`src/rtl/cq_pkg.sv`:
```
package cq_pkg;
   localparam logic [7:0] OP_MASK  = 8'h02;
   localparam logic [7:0] OP_WRITE = 8'h04;
   localparam logic [7:0] OP_JUMP  = 8'h10;
   localparam logic [7:0] OP_WFE   = 8'h20;
   localparam logic [7:0] OP_EOC   = 8'h40;

   localparam int INSTR_BYTES = 8;

   localparam logic [7:0] REG_WRST  = 8'h00;
   localparam logic [7:0] REG_EN    = 8'h04;
   localparam logic [7:0] REG_SUSP  = 8'h08;
   localparam logic [7:0] REG_STAT  = 8'h0C;
   localparam logic [7:0] REG_IRQ   = 8'h10;
   localparam logic [7:0] REG_IRQEN = 8'h14;
   localparam logic [7:0] REG_CUR   = 8'h20;
   localparam logic [7:0] REG_END   = 8'h24;
   localparam logic [7:0] REG_WTOK  = 8'h30;
   localparam logic [7:0] REG_PRIO  = 8'h40;

   localparam logic [4:0] IRQ_BITS = 5'b10011;

   typedef enum logic [2:0] {
      K_MASK, K_WRITE, K_JUMP, K_WFE, K_EOC, K_BAD
   } cq_kind_e;
endpackage

```
`src/rtl/cq_decode.sv`:
```
module cq_decode
   import cq_pkg::*;
#(
   parameter int EVW = 5
) (
   input  logic [63:0]    instr,
   output cq_kind_e       kind,
   output logic           jmp_abs,
   output logic [4:0]     subsys,
   output logic [15:0]    offs,
   output logic [31:0]    imm,
   output logic [EVW-1:0] ev_id,
   output logic           wfe_wait,
   output logic           wfe_upd,
   output logic           wfe_val
);
   always_comb begin
      unique case (instr[63:56])
         OP_MASK:  kind = K_MASK;
         OP_WRITE: kind = K_WRITE;
         OP_JUMP:  kind = K_JUMP;
         OP_WFE:   kind = K_WFE;
         OP_EOC:   kind = K_EOC;
         default:  kind = K_BAD;
      endcase
   end

   assign jmp_abs  = instr[32];
   assign subsys   = instr[52:48];
   assign offs     = instr[47:32];
   assign imm      = instr[31:0];
   assign ev_id    = instr[32 +: EVW];
   assign wfe_upd  = instr[31];
   assign wfe_wait = instr[15];
   assign wfe_val  = instr[0];
endmodule

```
`src/rtl/cq_fetch.sv`:
```
module cq_fetch #(
   parameter int AW = 32
) (
   input  logic          clk,
   input  logic          rst_n,
   input  logic          run,
   input  logic          flush,
   input  logic [AW-1:0] pc,
   input  logic          take,
   output logic          mem_req,
   output logic [AW-1:0] mem_addr,
   input  logic          mem_valid,
   input  logic [63:0]   mem_data,
   input  logic          mem_err,
   output logic          buf_vld,
   output logic [63:0]   buf_data,
   output logic          buf_err
);
   logic pend_q, stale_q;

   assign mem_req  = run && !flush && !pend_q && !buf_vld;
   assign mem_addr = pc;

   always_ff @(posedge clk or negedge rst_n) begin
      if (!rst_n) begin
         pend_q   <= 1'b0;
         stale_q  <= 1'b0;
         buf_vld  <= 1'b0;
         buf_data <= '0;
         buf_err  <= 1'b0;
      end else begin
         if (mem_req)        pend_q <= 1'b1;
         else if (mem_valid) pend_q <= 1'b0;

         if (flush && pend_q && !mem_valid) stale_q <= 1'b1;
         else if (mem_valid)                stale_q <= 1'b0;

         if (flush || take) begin
            buf_vld <= 1'b0;
         end else if (mem_valid && !stale_q) begin
            buf_vld  <= 1'b1;
            buf_data <= mem_data;
            buf_err  <= mem_err;
         end
      end
   end

   // a flush leaves the buffer empty on the next cycle
   a_r9_flush_empties: assert property (@(posedge clk) disable iff (!rst_n)
      flush |=> !buf_vld);
   // responses only arrive for an outstanding request
   a_r9_resp_pending: assert property (@(posedge clk) disable iff (!rst_n)
      mem_valid |-> pend_q);
endmodule

```
`src/rtl/cq_thread.sv`:
```
module cq_thread
   import cq_pkg::*;
#(
   parameter int AW      = 32,
   parameter int NEV     = 32,
   parameter int RST_CYC = 4,
   parameter int PRIO_W  = 3
) (
   input  logic           clk,
   input  logic           rst_n,
   input  logic           cfg_we,
   input  logic [7:0]     cfg_addr,
   input  logic [31:0]    cfg_wdata,
   output logic [31:0]    cfg_rdata,
   output logic           mem_req,
   output logic [AW-1:0]  mem_addr,
   input  logic           mem_valid,
   input  logic [63:0]    mem_data,
   input  logic           mem_err,
   output logic           tgt_we,
   output logic [4:0]     tgt_subsys,
   output logic [15:0]    tgt_offs,
   output logic [31:0]    tgt_data,
   output logic [31:0]    tgt_mask,
   input  logic [NEV-1:0] evt_flags,
   output logic [NEV-1:0] evt_clr,
   output logic           irq
);
   localparam int EVW = $clog2(NEV);
   localparam int RCW = $clog2(RST_CYC + 1);

   if (AW < 8 || AW > 32) begin : g_bad_aw
      $error("cq_thread: AW must be 8..32");
   end
   if (NEV < 2 || (1 << EVW) != NEV) begin : g_bad_nev
      $error("cq_thread: NEV must be a power of two >= 2");
   end
   if (RST_CYC < 1) begin : g_bad_rst
      $error("cq_thread: RST_CYC must be >= 1");
   end

   logic              en_q, susp_q, stop_q;
   logic [PRIO_W-1:0] prio_q;
   logic [4:0]        irq_st_q, irq_en_q;
   logic [AW-1:0]     pc_q, end_q;
   logic [31:0]       mask_q;
   logic [RCW-1:0]    rcnt_q;

   logic              buf_vld, buf_err;
   logic [63:0]       buf_data;
   cq_kind_e          kind;
   logic              jmp_abs, wfe_wait, wfe_upd, wfe_val;
   logic [31:0]       imm;
   logic [EVW-1:0]    ev_id;

   logic rst_busy, cur_wr, run, flush, exec, stall, fire;
   logic fault_fetch, fault_op, done_hit, eoc_irq, clr_fire, wait_tok;
   logic [AW-1:0] pc_nxt;
   logic [4:0]    irq_set;

   assign rst_busy = rcnt_q != '0;
   assign cur_wr   = cfg_we && cfg_addr == REG_CUR && !rst_busy;
   assign run      = en_q && !susp_q && !stop_q && !rst_busy && !cur_wr && pc_q != end_q;
   assign flush    = rst_busy || cur_wr;

   cq_fetch #(.AW(AW)) i_fetch (
      .clk(clk), .rst_n(rst_n), .run(run), .flush(flush), .pc(pc_q), .take(fire),
      .mem_req(mem_req), .mem_addr(mem_addr), .mem_valid(mem_valid),
      .mem_data(mem_data), .mem_err(mem_err),
      .buf_vld(buf_vld), .buf_data(buf_data), .buf_err(buf_err)
   );

   cq_decode #(.EVW(EVW)) i_decode (
      .instr(buf_data), .kind(kind), .jmp_abs(jmp_abs), .subsys(tgt_subsys),
      .offs(tgt_offs), .imm(imm), .ev_id(ev_id), .wfe_wait(wfe_wait),
      .wfe_upd(wfe_upd), .wfe_val(wfe_val)
   );

   assign exec        = run && buf_vld;
   assign stall       = kind == K_WFE && wfe_wait && (evt_flags[ev_id] != wfe_val);
   assign fault_fetch = exec && buf_err;
   assign fault_op    = exec && !buf_err && kind == K_BAD;
   assign fire        = exec && !buf_err && kind != K_BAD && !stall;
   assign wait_tok    = exec && !buf_err && stall;
   assign done_hit    = en_q && !stop_q && !rst_busy && !cur_wr && pc_q == end_q;
   assign eoc_irq     = fire && kind == K_EOC && imm[0];
   assign clr_fire    = fire && kind == K_WFE && wfe_upd;
   assign irq_set     = {fault_fetch, 2'b00, fault_op, done_hit | eoc_irq};

   assign tgt_we   = fire && kind == K_WRITE;
   assign tgt_data = imm;
   assign tgt_mask = mask_q;
   assign irq      = |(irq_st_q & irq_en_q);

   always_comb begin
      if (kind == K_JUMP) pc_nxt = jmp_abs ? imm[AW-1:0] : pc_q + imm[AW-1:0];
      else                pc_nxt = pc_q + AW'(INSTR_BYTES);
   end

   for (genvar e = 0; e < NEV; e++) begin : g_clr
      assign evt_clr[e] = clr_fire && ev_id == EVW'(e);
   end

   always_ff @(posedge clk or negedge rst_n) begin
      if (!rst_n) begin
         en_q <= 1'b0; susp_q <= 1'b0; stop_q <= 1'b0;
         prio_q <= '0; irq_st_q <= '0; irq_en_q <= '0;
         pc_q <= '0; end_q <= '0; mask_q <= '1; rcnt_q <= '0;
      end else if (rst_busy) begin
         rcnt_q <= rcnt_q - 1'b1;
         en_q <= 1'b0; susp_q <= 1'b0; stop_q <= 1'b0;
         pc_q <= '0; end_q <= '0; mask_q <= '1; irq_st_q <= '0;
      end else begin
         if (cfg_we) begin
            unique case (cfg_addr)
               REG_WRST:  if (cfg_wdata[0]) rcnt_q <= RCW'(RST_CYC);
               REG_EN:    en_q     <= cfg_wdata[0];
               REG_SUSP:  susp_q   <= cfg_wdata[0];
               REG_IRQEN: irq_en_q <= cfg_wdata[4:0] & IRQ_BITS;
               REG_END:   end_q    <= cfg_wdata[AW-1:0];
               REG_PRIO:  prio_q   <= cfg_wdata[PRIO_W-1:0];
               default: ;
            endcase
         end
         irq_st_q <= ((cfg_we && cfg_addr == REG_IRQ) ? irq_st_q & cfg_wdata[4:0]
                                                       : irq_st_q) | irq_set;
         if (cur_wr) begin
            pc_q   <= cfg_wdata[AW-1:0];
            stop_q <= 1'b0;
         end else begin
            if (fire) pc_q <= pc_nxt;
            if (done_hit || fault_fetch || fault_op) stop_q <= 1'b1;
         end
         if (fire && kind == K_MASK) mask_q <= imm;
         else if (tgt_we)            mask_q <= '1;
      end
   end

   always_comb begin
      unique case (cfg_addr)
         REG_WRST:  cfg_rdata = {31'b0, rst_busy};
         REG_EN:    cfg_rdata = {31'b0, en_q};
         REG_SUSP:  cfg_rdata = {31'b0, susp_q};
         REG_STAT:  cfg_rdata = {30'b0, susp_q, run};
         REG_IRQ:   cfg_rdata = {27'b0, irq_st_q};
         REG_IRQEN: cfg_rdata = {27'b0, irq_en_q};
         REG_CUR:   cfg_rdata = 32'(pc_q);
         REG_END:   cfg_rdata = 32'(end_q);
         REG_WTOK:  cfg_rdata = {wait_tok, 31'b0};
         REG_PRIO:  cfg_rdata = 32'(prio_q);
         default:   cfg_rdata = '0;
      endcase
   end

   // after a write the mask is back to all ones
   a_r4_mask_restore: assert property (@(posedge clk) disable iff (!rst_n)
      tgt_we |=> (mask_q == '1));
   // no event is cleared while the thread is stalled on one
   a_r5_no_clear_in_wait: assert property (@(posedge clk) disable iff (!rst_n)
      wait_tok |-> (evt_clr == '0));
   // a suspended thread keeps its current address
   a_r6_susp_freeze: assert property (@(posedge clk) disable iff (!rst_n)
      (susp_q && !cfg_we && !rst_busy) |=> $stable(pc_q));
   // a halted thread issues no target writes
   a_r10_halt_silent: assert property (@(posedge clk) disable iff (!rst_n)
      (stop_q && !cfg_we) |=> !tgt_we);
   // warm reset keeps the memory and target ports quiet
   a_r12_reset_quiet: assert property (@(posedge clk) disable iff (!rst_n)
      rst_busy |-> (!mem_req && !tgt_we && evt_clr == '0));
endmodule

```
`config.mk`:
```
export PLATFORM = sky130hd
export DESIGN_NAME = cq_thread
export DESIGN_NICKNAME = d
export VERILOG_FILES = /design/src/rtl/cq_pkg.sv /design/src/rtl/cq_decode.sv /design/src/rtl/cq_fetch.sv /design/src/rtl/cq_thread.sv
export SDC_FILE = /design/constraint.sdc
export NUM_CORES = 1
export LEC_CHECK = 0
export ABC_AREA = 1
export BUFFER_PORTS_ARGS = -buffer_cell sky130_fd_sc_hd__buf_2
export CAP_MARGIN = 25
export CORE_MARGIN = 2
export CORE_UTILIZATION = 45
export CTS_BUF_LIST = sky130_fd_sc_hd__clkbuf_16
export CTS_CLUSTER_SIZE = 10
export DETAILED_ROUTE_END_ITERATION = 10
export HOLD_SLACK_MARGIN = 0.03
export PLACE_DENSITY = 0.72
export SYNTH_ARGS = -nofsm -noshare
export SYNTH_HDL_FRONTEND = slang
export SYNTH_SLANG_ARGS = --single-unit
```
`constraint.sdc`:
```
create_clock -name clk -period 2.4 [get_ports clk]
set_clock_uncertainty 0.15 [all_clocks]
set_input_delay 0.12 -clock clk [delete_from_list [all_inputs] [get_ports clk]]
set_output_delay 0.12 -clock clk [all_outputs]
set_load 0.005 [all_outputs]
```
==> impl_results.md, run 1 <==
- DRC errors left: 0
- Post-Layout Cell Count: 3023
- Top cell type's share of synthesized area: 27.6%
- Worst skew pair latency: about 460 ps
- Longest Clk Path Bufs: 2
- Mean Syn Cell Area: 6.59 sq um
- Commonest non-fill, non-tap cell in the layout: nand2_1
- Syn Nets: 2183
- Max_cap viols: 0
- Post-synth EDFFs: 0
- Flops & latches, synth: 178
- Worst Setup Path Type: reg -> out
- Cells after Synth: approximately 2000
- Largest net degree at the start of global routing: 70
- WL final: between 50 and 60 mm
- Final HPWL DP: 39.9 mm
- Share of cells above drive strength 1: a little under a third
- First-pass GRT wire length: 84.6 mm
- WP data required: 2130 ps
- Asr flop ratio synth: 100%
- Most frequent cells in the layout: nand2_1 (620), buf_2 (321), inv_1 (284), buf_4 (239), dfrtp_1 (144)
- Fin nets: 2800
- Row count: 62
- Reg clk slew, reported paths: 80 ps
- Drt wl/cell: 19.2 um
- # diodes: 0
- CP Launch Point: pc_q[27]$_DFFE_PN0N_
- RR Startpoint: i_fetch.buf_data[32]$_DFFE_PN0P_
- Horiz. Die Dim: 176 um
- Dpl cells: 2843
- Global route total overflow: 0
- Vias in the first global route: approximately 16000
- Die height: 176 um
- Fin util: 68.2%
- Setup violators final: 162
- Initial Util: 45.9%
- Critical Path Fanout Max: 8
- Drt pass-1 iters: 6
- Final min period: 2860 ps
- Failing checks: negative setup slack
- Die area: ~0.031 sq mm
- DR iter-0 viols: between 1500 and 2000
- Final hold vios: 0
- Type of the most critical hold path: in -> reg
- Warnings from Yosys: 0
- Vias/cell: 5.51
- R2R depth: 21
- CTS tree: yes
- Outcome: finished, violations left
- LEAKAGE: 10.2 nW
- Power per cell area: between 600 and 700 mW/mm^2
- Fin crit share: 119%
- I/O Buffers: 321
- Initial antenna violation count: 0
- Layout area overhead: 48.6%
- Post-synth top area cell: dfrtp_1
- Max Fclk: 350 MHz
- GRT Util Overall: 35.3%
- Most used DFF post-synth: dfrtp_1
- Core Region: roughly 0.029 sq mm
- # clock sinks: 178
- Max-slew violation count: 0
- Setup crit start kind: flip-flop
- Root Buffer: clkbuf_16
- Sequential area share after synthesis: 33.9%
- Post-DRT Antenna Nets: 0
- RSZ-0062 raised after global routing: yes
- CP Data Arrival Time: 2590 ps
- Hold wc startpoint: cfg_addr[7]
- Vias: 16600
- Post-route setup slack: -458 ps
- H-tree depth: 4
- VDD IR-drop max: 538 uV
- Post-Place Worst Slack: -212 ps
- Synth Cell Area: between 0.01 and 0.015 sq mm
- Area contributors post-synth: dfrtp_1 (28%), nand2_1 (19%), inv_1 (8.2%), dfstp_2 (6.3%), nand3_1 (4.0%)
- Worst Tran Pin Value: 806 ps
- Distinct cells, synth: 54
- Crit end category: output pin
- Crit path to: evt_clr[15]
- Reg2Reg Capture Point: i_fetch.buf_data[26]$_DFFE_PN0P_
- Worst R2R Setup Slack: -400 ps
- Rel. slew slack: 46.2%
- Cts bufs inserted: 17
- Ports: about 330
- Routability Congestion: 0.938
worst min path at each step:
stage | slack, ps | depth (start not counted) | to
finish | 80 | 5 | prio_q[1]$_DFFE_PN0P_
global route | 80 | 5 | stop_q$_DFFE_PN0P_
CTS | 60 | 5 | prio_q[1]$_DFFE_PN0P_
detailed placement | 30 | 1 | end_q[30]$_DFFE_PN0P_
global placement | 30 | 1 | end_q[30]$_DFFE_PN0P_
floorplan | -330 | 0 | en_q$_DFFE_PN0P_
logic make-up (layout without fill, tap and decap cells):
group | after synthesis | count (layout) | synth area share [%]
DFF | 178 | 178 | 33.9
buffers and inverters | 419 | 1046 | 14.4
AOI/OAI and AO/OA | 315 | 315 | 13.0
adders and majority gates | 33 | 33 | 3.17
and+or+nand+nor | 1021 | 1024 | 32.7
xor gates and xnor gates | 43 | 43 | 2.84
synthesized netlist by cell type, drive strengths merged, types with 2 or more instances:
library cell and count:
buf 96, ha 32, xnor2 28, or2 2, o21bai 4, o31ai 5, nand3b 6, dfrtp 146
clkbuf 29, xor2 15, o21ai 163, o22ai 35, dfstp 32, a31oi 4, nor3 25, o2111ai 2
a221oi 2, nor4 7, and3 3, o211ai 10, nand2 661, inv 293, nand3 113, a21oi 82
a22oi 3, nand4 58, nor2 144
registers in the layout (all words and copies together) (netlist names), 3 cells and up:
register	flops
irq_en_q	3
pc_q	32
rcnt_q	3
i_fetch.buf_data	61
end_q	32
prio_q	3
tgt_mask	32
irq_st_q	5
final cells by class:
class / instances / area (sq um)
fill: 2428 / 9180
tap: 384 / 480
clock buffer: 17 / 425
inverter: 294 / 1140
sequential: 178 / 4500
multi-input combinational: 1415 / 7440
clock inverter: 15 / 146
timing repair buffer: 720 / 5550
worst max-delay path, stage by stage (launching register included):
cell	delay, ps
dfrtp_1	420
inv_1	90
nand2_1	50
nand4_1	140
nor2_1	70
nand2_1	130
nor2_2	70
nand2_2	90
nand4_1	170
nor2_4	200
nand2_4	80
clkinv_4	100
nand3_4	200
nor2_4	170
buf_2	140
per-stage QoR:
step                      cell area [sq um]  power, mW  TNS, ps  hold slack (ps)
after global routing                  19700       13.9   -75850             83.1
final                                 19700       13.1   -48800             76.2
after CTS                             18900       12.7   -43510             59.1
after global placement                16600       9.44    -8050             28.3
after detailed placement              16600       9.52   -10530             28.6
after floorplan                       13200       7.07        0             -326
power by group:
group | internal (mW) | switching, mW | total [mW]
Sequential | 3.76 | 0.461 | 4.22
Clock | 1.38 | 1.44 | 2.82
Combinational | 2.75 | 3.33 | 6.08
Total | 7.89 | 5.23 | 13.1
layer usage:
metal  routed length, um  vias up  global-route usage (%)  part of all wire, %
met2               28600     1024                    62.1                   49
met5                   0        -                       0                    0
met4                3230        0                    18.4                  5.6
li1                    -     7641                       -                    -
met1               21100     7774                    41.4                   36
met3                4950      209                    5.65                  8.6
what timing repair did:
item	4_1_cts	5_1_grt
endpoints found under the setup margin	153	165
pin swaps	19	21
resized for setup	60	140
setup buffers	6	9
gates cloned	14	15
hold buffers	104	0
hold endpoints to repair	201	0
No activity file was read; power rests on OpenSTA's default activity.
==> run 2, diff against run 1 <==
SKIP_CTS_REPAIR_TIMING = 1   (was not set)
==> run 2 against run 1 <==
The flow still finishes with violations (negative setup slack). Count of clock-buffer cells in the layout unchanged. Combinational power shrank 1%. Final cell count decreased by 0.46%. Sequential cell count unchanged. Fmax decreased by 2.7%. Routed wire length decreased by 2.6%. Non-clock buffer count is 13 lower. Cell area shrank 1.6%. Sequential power about the same. Clock power barely moved. Worst hold slack worse by 73 ps. Critical path type unchanged. Critical endpoint is now evt_clr[30]. Highest routed layer unchanged.
==> impl_results.md, run 2 (synthesis gave the netlist of run 1 again) <==
- Final hold vios: 0 (unchanged)
- Final min period: 2940 ps (was 2860 ps)
- Tot Pwr: 13.0 mW (was 13.1 mW)
- CP Data Arrival Time: 2670 ps (was 2590 ps)
- Power per cell area: 672 mW/mm^2 (was 667 mW/mm^2)
- H-tree depth: 4 (unchanged)
- Top reg by flops: i_fetch.buf_data (unchanged)
- Worst R2R Setup Slack: -270 ps (was -400 ps)
- Worst Setup Path Type: reg -> out (unchanged)
- Largest net degree at the start of global routing: 70 (unchanged)
- Most frequent cells in the layout: nand2_1 (613), buf_2 (320), inv_1 (281), buf_4 (251), dfrtp_1 (143) (was nand2_1 (620), buf_2 (321), inv_1 (284), buf_4 (239), dfrtp_1 (144))
- Fin crit share: 122% (was 119%)
- Max_cap viols: 0 (unchanged)
- DR iter-0 viols: 1427 (was 1701)
- Worst skew pair latency: 450 ps (was 460 ps)
- Setup crit start kind: flip-flop (unchanged)
- First-pass GRT wire length: 77.9 mm (was 84.6 mm)
- Longest Clk Path Bufs: 2 (unchanged)
- Post-route setup slack: -538 ps (was -458 ps)
- Failing checks: negative setup slack (unchanged)
- Horiz. Die Dim: 176 um (unchanged)
- Critical path's top delay family: simple AND/OR/NAND/NOR gates (unchanged)
- Share of cells above drive strength 1: 32.6% (was 31.5%)
- Fin nets: 2786 (was 2800)
- Cts bufs inserted: 17 (unchanged)
- Post-Layout Cell Count: 3009 (was 3023)
- Top cell by count, worst path: nand2_1
- GRT Util Overall: 32.4% (was 35.3%)
- Vias in the first global route: 14800 (was 16000)
- Worst Tran Pin Value: 759 ps (was 806 ps)
- Post-DRT Antenna Nets: 0 (unchanged)
- Critical Path Fanout Max: 8 (unchanged)
- WL final: 56.4 mm (was 57.9 mm)
- Setup violators final: 162 (unchanged)
- Row count: 62 (unchanged)
- RSZ-0062 raised after global routing: yes (unchanged)
- DRC errors left: 0 (unchanged)
- Die area: 0.0308 sq mm (unchanged)
- Layout area overhead: 46.3% (was 48.6%)
- Drt wl/cell: 18.7 um (was 19.2 um)
- WHS: 2.84 ps (was 76.2 ps)
- CTS tree: yes (unchanged)
- Max reg flops: 61 (unchanged)
- Critical path, cell by cell: clkinv_4 -> buf_6 -> nand2_1 -> nand2_1 -> nand2_1 -> nand3_1 -> a21oi_2 -> nand2_1 -> nand2_1 -> nand2_2 -> nand3_2 -> nand2_4 -> clkinv_4 -> nand3_4 -> nor2_4 -> buf_2 (was inv_1 -> nand2_1 -> nand4_1 -> nor2_1 -> nand2_1 -> nor2_2 -> nand2_2 -> nand4_1 -> nor2_4 -> nand2_4 -> clkinv_4 -> nand3_4 -> nor2_4 -> buf_2)
- Max-slew violation count: 0 (unchanged)
- Fillers: 2509 (was 2428)
- # diodes: 0 (unchanged)
- Reg clk slew, reported paths: 80 ps (about the same)
- I/O Buffers: 321 (unchanged)
- Commonest non-fill, non-tap cell in the layout: nand2_1 (unchanged)
- WP data required: 2130 ps (about the same)
- Max Fclk: 340 MHz (was 350 MHz)
- Final HPWL DP: 39.9 mm (unchanged)
- Initial Util: 45.9% (unchanged)
- Global route total overflow: 0 (unchanged)
- Root Buffer: clkbuf_16 (unchanged)
- LEAKAGE: 10.0 nW (was 10.2 nW)
- Initial antenna violation count: 0 (unchanged)
- Post-route cell area: 0.0194 sq mm (was 0.0197 sq mm)
- Ports: 325 (unchanged)
- Rel. slew slack: 49.3% (was 46.2%)
- Drt pass-1 iters: 5 (was 6)
- Vias/cell: 5.46 (was 5.51)
- Critical Path Slowest Stage Cell: dfrtp_2 (was dfrtp_1)
- Core Region: 0.0289 sq mm (unchanged)
- Dpl cells: 2843 (unchanged)
- Crit end category: output pin (unchanged)
- Routability Congestion: 0.938 (unchanged)
- Die height: 176 um (unchanged)
- # clock sinks: 178 (unchanged)
- VDD IR-drop max: 531 uV (was 538 uV)
- Critical Path Max Stage Delay: 500 ps (was 420 ps)
- Area of placed instances: 0.0166 sq mm (unchanged)
- Post-Route Setup TNS: -40490 ps (was -48800 ps)
- Outcome: finished, violations left (unchanged)
- Vias: 16400 (was 16600)
- Bufs and invs on worst path: 4 (was 3)
- Type of the most critical hold path: in -> reg (unchanged)
## run 2: cell count changes in the layout (fill, tap and decap cells not counted), sizes merged
cell	previous run	this run
buf	603	597
bufbuf	1	0
clkbuf	29	27
clkinv	7	9
clkinvlp	4	5
dlygate4sd3	104	100
inv	298	295
nand3b	7	6
## run 2: path summary, 6_finish.rpt
check / to / depth (start not counted) / startpoint
min reg2reg: rcnt_q[1]$_DFFE_PN0P_ / 2 / rcnt_q[2]$_DFFE_PN0P_
min: susp_q$_DFFE_PN0P_ / 5 / cfg_addr[3]
max reg2reg: tgt_mask[23]$_DFFE_PN1P_ / 19 / i_fetch.buf_data[32]$_DFFE_PN0P_
max: evt_clr[30] / 16 / i_fetch.buf_data[32]$_DFFE_PN0P_
max in group asynchronous: prio_q[2]$_DFFE_PN0P_ / 3 / rst_n
min in group asynchronous: end_q[30]$_DFFE_PN0P_ / 2 / rst_n
## run 2: per-stage QoR
step	worst slack (ps)	util, %
global placement	-226	57.5
floorplan	81.6	-
CTS	-665	59.4
detailed placement	-212	57.5
global route	-687	67.1
finish	-538	67.1
## run 2: where the power goes
part	switching [mW]	internal, mW	leakage, nW
Clock	1.41	1.38	0.269
Sequential	0.466	3.76	2.22
Combinational	3.33	2.69	7.51
## run 2: cell type report
type                       instances  area [sq um]  share of cell area [%]
timing repair buffer             707          5150                    26.6
inverter                         294          1140                    5.91
tap                              384           480                    2.48
sequential                       178          4500                    23.2
multi-input combinational       1414          7530                    38.9
clock buffer                      17           425                    2.20
clock inverter                    15           146                   0.756
## run 2: worst register-to-register path: stages, from the launching register on
cell	delay [ps]
dfrtp_2	500
clkinv_4	120
buf_4	160
nor2_4	100
nand2_1	70
nand2_1	60
nor2_1	40
nor2_1	80
nor2_1	50
nand2_1	80
nand2_1	70
nand2_2	70
buf_4	120
nand3_4	90
buf_4	170
buf_4	140
nand3_4	100
buf_12	200
nand4_1	140
nand2_1	90
## run 2: layer usage
metal  share of wire [%]  up-vias  GRT usage, %
met1                  37     7687          38.4
li1                    -     7628             -
met3                 7.6      189          4.65
met5                   0        -             0
met4                 5.1        0          15.0
met2                  50      915          57.7
